`config.mk`:
```
export PLATFORM = sky130hd
export DESIGN_NAME = ahb_burst_sequencer
export DESIGN_NICKNAME = d
export VERILOG_FILES = /design/src/rtl/burst_seq_pkg.sv /design/src/rtl/burst_next_addr.sv /design/src/rtl/burst_bound_check.sv /design/src/rtl/ahb_burst_sequencer.sv
export SDC_FILE = /design/constraint.sdc
export NUM_CORES = 1
export LEC_CHECK = 0
export BUFFER_PORTS_ARGS = -buffer_cell sky130_fd_sc_hd__buf_4
export CAP_MARGIN = 20
export CORE_UTILIZATION = 51
export DETAILED_ROUTE_END_ITERATION = 12
export PLACE_DENSITY = 0.77
export RECOVER_POWER = 50
export SYNTH_ARGS = -nofsm -noshare
export SYNTH_HDL_FRONTEND = slang
export SYNTH_SLANG_ARGS = --single-unit
```
`constraint.sdc`:
```
create_clock -name clk -period 2.94 [get_ports clk]
set_clock_uncertainty 0.1 [all_clocks]
set_input_delay 0.147 -clock clk [delete_from_list [all_inputs] [get_ports clk]]
set_output_delay 0.147 -clock clk [all_outputs]
set_load 0.03 [all_outputs]
```
`src/rtl/burst_seq_pkg.sv`:
```
package burst_seq_pkg;

    typedef enum logic [1:0] {
        TR_IDLE = 2'b00,
        TR_BUSY = 2'b01,
        TR_NSEQ = 2'b10,
        TR_SEQ  = 2'b11
    } trans_e;

    typedef enum logic [2:0] {
        BU_SINGLE = 3'd0,
        BU_INCR   = 3'd1,
        BU_WRAP4  = 3'd2,
        BU_INCR4  = 3'd3,
        BU_WRAP8  = 3'd4,
        BU_INCR8  = 3'd5,
        BU_WRAP16 = 3'd6,
        BU_INCR16 = 3'd7
    } burst_e;

    typedef enum logic [1:0] {
        PHASE_IDLE,
        PHASE_BEAT,
        PHASE_PAUSE
    } phase_e;

    // beats in a burst kind; 0 marks undefined length
    function automatic logic [4:0] beat_count(input logic [2:0] kind);
        logic [4:0] n;
        unique case (kind)
            3'd0:       n = 5'd1;
            3'd1:       n = 5'd0;
            3'd2, 3'd3: n = 5'd4;
            3'd4, 3'd5: n = 5'd8;
            default:    n = 5'd16;
        endcase
        return n;
    endfunction

    function automatic logic is_wrap(input logic [2:0] kind);
        return !kind[0] && (kind != 3'd0);
    endfunction

    function automatic logic is_fixed_incr(input logic [2:0] kind);
        return kind[0] && (kind != 3'd1);
    endfunction

endpackage

```
`src/rtl/burst_next_addr.sv`:
```
module burst_next_addr
    import burst_seq_pkg::*;
#(
    parameter int ADDR_W = 32
) (
    input  logic [ADDR_W-1:0] cur,
    input  logic [2:0]        size,
    input  logic [2:0]        kind,
    output logic [ADDR_W-1:0] nxt
);

    logic [ADDR_W-1:0] step;
    logic [ADDR_W-1:0] span;
    logic [ADDR_W-1:0] mask;
    logic [ADDR_W-1:0] linear;

    always_comb begin
        step   = ADDR_W'(1) << size;
        span   = ADDR_W'(beat_count(kind)) << size;
        mask   = span - ADDR_W'(1);
        linear = cur + step;
        if (is_wrap(kind)) begin
            nxt = (cur & ~mask) | (linear & mask);
        end else begin
            nxt = linear;
        end
    end

endmodule

```
`src/rtl/burst_bound_check.sv`:
```
module burst_bound_check
    import burst_seq_pkg::*;
#(
    parameter int KB_BITS  = 10,
    parameter int SIZE_MAX = 2
) (
    input  logic [KB_BITS-1:0] low_addr,
    input  logic [2:0]         size,
    input  logic [2:0]         kind,
    output logic               reject
);

    localparam int SW = KB_BITS + 8;

    logic [SW-1:0] span;
    logic [SW-1:0] end_off;
    logic          crosses;

    always_comb begin
        span    = SW'(beat_count(kind)) << size;
        end_off = SW'(low_addr) + span;
        crosses = is_fixed_incr(kind) && (end_off > (SW'(1) << KB_BITS));
        reject  = (size > 3'(SIZE_MAX)) || crosses;
    end

endmodule

```
`src/rtl/ahb_burst_sequencer.sv`:
```
module ahb_burst_sequencer
    import burst_seq_pkg::*;
#(
    parameter int ADDR_W  = 32,
    parameter int DATA_W  = 32,
    parameter int KB_BITS = 10
) (
    input  logic              clk,
    input  logic              rst_n,
    input  logic              hready,
    input  logic              req_valid,
    output logic              req_ready,
    input  logic [ADDR_W-1:0] req_addr,
    input  logic [2:0]        req_size,
    input  logic [2:0]        req_burst,
    input  logic              busy_req,
    input  logic              incr_stop,
    output logic              req_err,
    output logic [ADDR_W-1:0] haddr,
    output logic [1:0]        htrans,
    output logic [2:0]        hsize,
    output logic [2:0]        hburst
);

    localparam int SIZE_MAX = $clog2(DATA_W / 8);

    phase_e            phase_q, phase_d;
    logic [ADDR_W-1:0] addr_q, addr_d;
    trans_e            trans_q, trans_d;
    logic [2:0]        size_q, size_d;
    logic [2:0]        kind_q, kind_d;
    logic [4:0]        left_q, left_d;
    logic              err_q;

    logic [ADDR_W-1:0] step_addr;
    logic              refused;
    logic              undef_len;
    logic              last_beat;
    logic              take;
    logic              launch;
    logic              cross_next;
    logic              cross_here;

    burst_next_addr #(.ADDR_W(ADDR_W)) u_next (
        .cur  (addr_q),
        .size (size_q),
        .kind (kind_q),
        .nxt  (step_addr)
    );

    burst_bound_check #(.KB_BITS(KB_BITS), .SIZE_MAX(SIZE_MAX)) u_check (
        .low_addr (req_addr[KB_BITS-1:0]),
        .size     (req_size),
        .kind     (req_burst),
        .reject   (refused)
    );

    always_comb begin
        undef_len  = (kind_q == 3'(BU_INCR));
        last_beat  = (phase_q == PHASE_BEAT) && (undef_len ? incr_stop : (left_q == 5'd0));
        req_ready  = hready && ((phase_q == PHASE_IDLE) || last_beat);
        take       = req_valid && req_ready;
        launch     = take && !refused;
        cross_next = undef_len && (step_addr[KB_BITS-1:0] == '0);
        cross_here = undef_len && (addr_q[KB_BITS-1:0] == '0);
    end

    // next-state and next-output decision
    always_comb begin
        phase_d = phase_q;
        addr_d  = addr_q;
        trans_d = trans_q;
        size_d  = size_q;
        kind_d  = kind_q;
        left_d  = left_q;
        if (hready) begin
            unique case (phase_q)
                PHASE_IDLE: begin
                    if (launch) begin
                        phase_d = PHASE_BEAT;
                        addr_d  = req_addr;
                        trans_d = TR_NSEQ;
                        size_d  = req_size;
                        kind_d  = req_burst;
                        left_d  = beat_count(req_burst) - 5'd1;
                    end
                end
                PHASE_BEAT: begin
                    if (last_beat) begin
                        if (launch) begin
                            addr_d  = req_addr;
                            trans_d = TR_NSEQ;
                            size_d  = req_size;
                            kind_d  = req_burst;
                            left_d  = beat_count(req_burst) - 5'd1;
                        end else begin
                            phase_d = PHASE_IDLE;
                            trans_d = TR_IDLE;
                        end
                    end else begin
                        addr_d = step_addr;
                        left_d = left_q - 5'd1;
                        if (busy_req) begin
                            phase_d = PHASE_PAUSE;
                            trans_d = TR_BUSY;
                        end else begin
                            trans_d = cross_next ? TR_NSEQ : TR_SEQ;
                        end
                    end
                end
                PHASE_PAUSE: begin
                    if (!busy_req) begin
                        phase_d = PHASE_BEAT;
                        trans_d = cross_here ? TR_NSEQ : TR_SEQ;
                    end
                end
                default: phase_d = PHASE_IDLE;
            endcase
        end
    end

    // state register
    always_ff @(posedge clk or negedge rst_n) begin
        if (!rst_n) begin
            phase_q <= PHASE_IDLE;
            left_q  <= '0;
        end else begin
            phase_q <= phase_d;
            left_q  <= left_d;
        end
    end

    // output registers
    always_ff @(posedge clk or negedge rst_n) begin
        if (!rst_n) begin
            addr_q  <= '0;
            trans_q <= TR_IDLE;
            size_q  <= '0;
            kind_q  <= '0;
            err_q   <= 1'b0;
        end else begin
            addr_q  <= addr_d;
            trans_q <= trans_d;
            size_q  <= size_d;
            kind_q  <= kind_d;
            err_q   <= take && refused;
        end
    end

    assign haddr   = addr_q;
    assign htrans  = trans_q;
    assign hsize   = size_q;
    assign hburst  = kind_q;
    assign req_err = err_q;

    assert_hold_R5: assert property (@(posedge clk) disable iff (!rst_n)
        !hready |=> ($stable(haddr) && $stable(htrans) && $stable(hsize) && $stable(hburst)));

    assert_incr_step_R3: assert property (@(posedge clk) disable iff (!rst_n)
        (hready && htrans == 2'b11 && hburst[0])
        |=> !(htrans == 2'b11 || htrans == 2'b01)
            || (haddr == $past(haddr) + (ADDR_W'(1) << $past(hsize))));

    assert_no_kb_seq_R8: assert property (@(posedge clk) disable iff (!rst_n)
        (htrans == 2'b11 && hburst[0]) |-> (haddr[KB_BITS-1:0] != '0));

    assert_busy_in_burst_R6: assert property (@(posedge clk) disable iff (!rst_n)
        (htrans == 2'b01) |-> (hburst != 3'd0));

    assert_refuse_idle_R9: assert property (@(posedge clk) disable iff (!rst_n)
        req_err |-> (htrans == 2'b00));

    assert_size_const_R3: assert property (@(posedge clk) disable iff (!rst_n)
        (htrans == 2'b11 || htrans == 2'b01) |-> $stable(hsize));

endmodule

```
==> results by group <==
STA
  – Final setup vio count: 47
  – Fin Hold WS: -1.202 ps
  – Worst slew pin tran: 1318 ps
  – Fmax: 0.2893 GHz
  – Tcrit/Tclk final: 117.6%
  – RSZ-0062 raised after global routing: true
  – PnR worst setup slack: -516.3 ps
  – Relative slew slack: 12.14%
  – Period minus WS final: 3456 ps
  – Final Hold Vio Count: 1
  – Final Max Tran Viols: 0

Logic synthesis
  – Synth Register Bits: 48
  – Yosys warning count: 0
  – Post-synth EDFFs: 0
  – Synth top area cells: dfrtp_1 27%, ha_1 7.3%, nand2_1 5.4%
  – Average size of a mapped cell: 7.865 um2
  – Count of different cell masters after synthesis: between 60 and 70
  – Ys flop type: dfrtp_1
  – Syn nets: 638
  – Synth area leader: dfrtp_1
  – Sequential share of the synthesized area: approximately 27%
  – Synth top area share: 26.98%
  – Fraction of registers with async set/reset: 100.0%
  – Netlist Area Pre-Place: 4452 um2
  – Syn Inst Count: 566

Die
  – Core area: approximately 8300 um2
  – DIE AREA: 9107 um2
  – Starting Density: between 50% and 60%
  – Die width: approximately 95 um
  – IO Pins: 86
  – Row cnt: 33
  – Die extent in y: about 95 um

Status
  – Status: finished with violations
  – Violated checks: negative hold slack, negative setup slack

Cells and area
  – Share of layout cells above drive strength 1: 43.32%
  – Most common cell after layout, fill and taps aside: buf_4
  – Antenna Cells: 0
  – Fill count: 400
  – Commonest non-fill, non-tap cells in the layout: 200 x buf_4, 52 x nand2_1, 45 x dfrtp_1
  – Fin nets: 865
  – Area delta synth->final: 61.89%

Placement
  – DP Wirelength: 11620 um
  – Port bufs: 85
  – Placer Congestion: 0.9511
  – DP Worst Slack: -801.5 ps

Critical path
  – Crit path DAT: 3570 ps
  – Reg2reg setup slack: -480 ps
  – Worst-path cell chain: buf_12 > nor2b_4 > buf_6 > a21o_1 > a2bb2oi_2 > nor2b_1 > ha_1 > nor3b_4 > or4_1 > o311a_1 > o41a_1 > or2_4 > a211o_1 > mux2_4
  – Top delay family on crit path: compound AO/OA/AOI/OAI gates
  – CP Class: in2reg
  – Critical-path top delay cell: o41a_1
  – R2r startpoint: hsize[1]
  – Element type at the critical path end: flop
  – CP startpoint: req_burst[1]
  – WP buf/inv: 2
  – Worst path max stage delay: around 520 ps
  – Critical path fanouts, max: 7
  – CP required: 3050 ps
  – Startpoint Class: input port

Clock tree
  – TritonCTS clock tree: built
  – Clock sink total: 48
  – Clk_lat worst skew: 330 ps
  – Max Buffers Root-to-Sink: 2
  – H-tree depth: 2
  – Root buf cell: clkbuf_8
  – TritonCTS Buffers: 5
  – Clock-pin slew of the registers on the worst-case setup and hold paths: 110 ps

Worst hold path
  – Class of the worst hold path: in2reg
  – Hold Crit Start: req_addr[10]

Routing
  – Pre-antenna DRT Iters: 6
  – Initial DRC count: 831
  – Via count: 6204
  – DRC: 0
  – Routed WL per cell: 22.78 um
  – Vias per inst: 6.901
  – Remaining antenna violation count: 0
  – Final WL: 20480 um

Power
  – Power density of the placed cells: 987.8 nW/um2
  – Total power: 7.119 mW
  – Lkg Pwr: 3.204 nW
  – VDD IR max: 0.5614 mV

Run
  – Max-cap violations: 0

Global routing
  – Vias in the first global route: 5891
  – Total track usage: 41.61%
  – First-pass GRT wire length: 28880 um
  – Gr ovfl total: 0
  – Largest net degree at the start of global routing: 49
  – Initial antenna violation count: 0
-- power breakdown --
group | leakage, nW | internal (mW) | switching, mW
clock | 0.0548 | 0.258 | 0.288
sequential | 0.564 | 0.936 | 0.422
combinational | 2.59 | 2.28 | 2.93
-- cell usage after synthesis (4+ instances only) --
master and n:
and3_1 13, nand2b_1 13, nand3_1 18, nor2b_1 9, a31oi_1 9, nor3b_1 4, a21oi_1 41, o31ai_1 5
o21ai_0 40, dfrtp_1 48, o22ai_1 5, nand2_1 64, or2_2 5, nor2_1 46, a221o_1 10, ha_1 26
xor2_1 6, mux2i_1 12, o211ai_1 8, xnor2_1 9, nand4b_1 4, o21a_1 5, or3b_2 4, nor4_1 5
inv_1 24, a22oi_1 7, or3_1 7, nor3_1 15, o221a_2 5, nand4_1 4, o2111ai_1 4, and2_1 6
clkbuf_1 19
-- logic make-up (layout without fill, tap and decap cells) --
family / Yosys count / count (layout) / synth area share, %
and+or+nand+nor: 229 / 230 / 26.19
AOI/OAI and AO/OA: 182 / 182 / 27.85
DFF: 48 / 48 / 26.98
buffers and inverters: 48 / 275 / 4.104
adders and majority gates: 28 / 28 / 8.207
muxes: 16 / 16 / 3.710
xor gates and xnor gates: 15 / 15 / 2.951
-- repair_timing --
| item | 4_1_cts | 5_1_grt |
|---|---|---|
| pin swaps | 42 | 24 |
| resized for setup | 103 | 44 |
| setup endpoints to repair | 47 | 47 |
| setup buffers | 21 | 10 |
| hold buffers | 22 | 0 |
| hold endpoints to repair | 69 | 0 |
| gates cloned | 4 | 1 |
-- per-stage QoR --
| step | instances | utilization [%] | TNS, ps | area [um2] |
|---|---|---|---|---|
| after CTS | 891 | 83.23 | -8556 | 6942 |
| after global routing | 899 | 86.41 | -22730 | 7207 |
| after global placement | 836 | 72.67 | -26470 | 6061 |
| after floorplan | 566 | - | -14610 | 4608 |
| final | 899 | 86.41 | -18050 | 7207 |
| after detailed placement | 836 | 72.67 | -31500 | 6061 |
-- final cells by class --
cell class	count	area (um2)	area share (%)
repair buffers	243	2041	28.32
clock buffers	5	68.82	0.9549
flip-flops and latches	48	1205	16.72
multi-input cells	471	3625	50.30
well taps	105	131.4	1.823
inverters	24	90.09	1.250
clock inverters	3	46.29	0.6424
-- routing by layer --
layer	wire, um	part of all wire (%)	global-route usage [%]
met5	0	0	0
met4	1507	7.4	24.88
met3	2375	12	8.214
met2	9499	46	68.57
met1	7096	35	50.07
-- path summary, 6_finish.rpt --
| check | to | cells past startpoint |
|---|---|---|
| worst max-delay path | htrans[1] | 14 |
| worst min-delay path | flop | 2 |
| worst max register to register | htrans[0] | 12 |
| worst min register to register | left_q[4] | 1 |
| max in group asynchronous | hsize[0] | 2 |
| min in group asynchronous | hsize[2] | 2 |
Power figures use the tool's default switching activity.
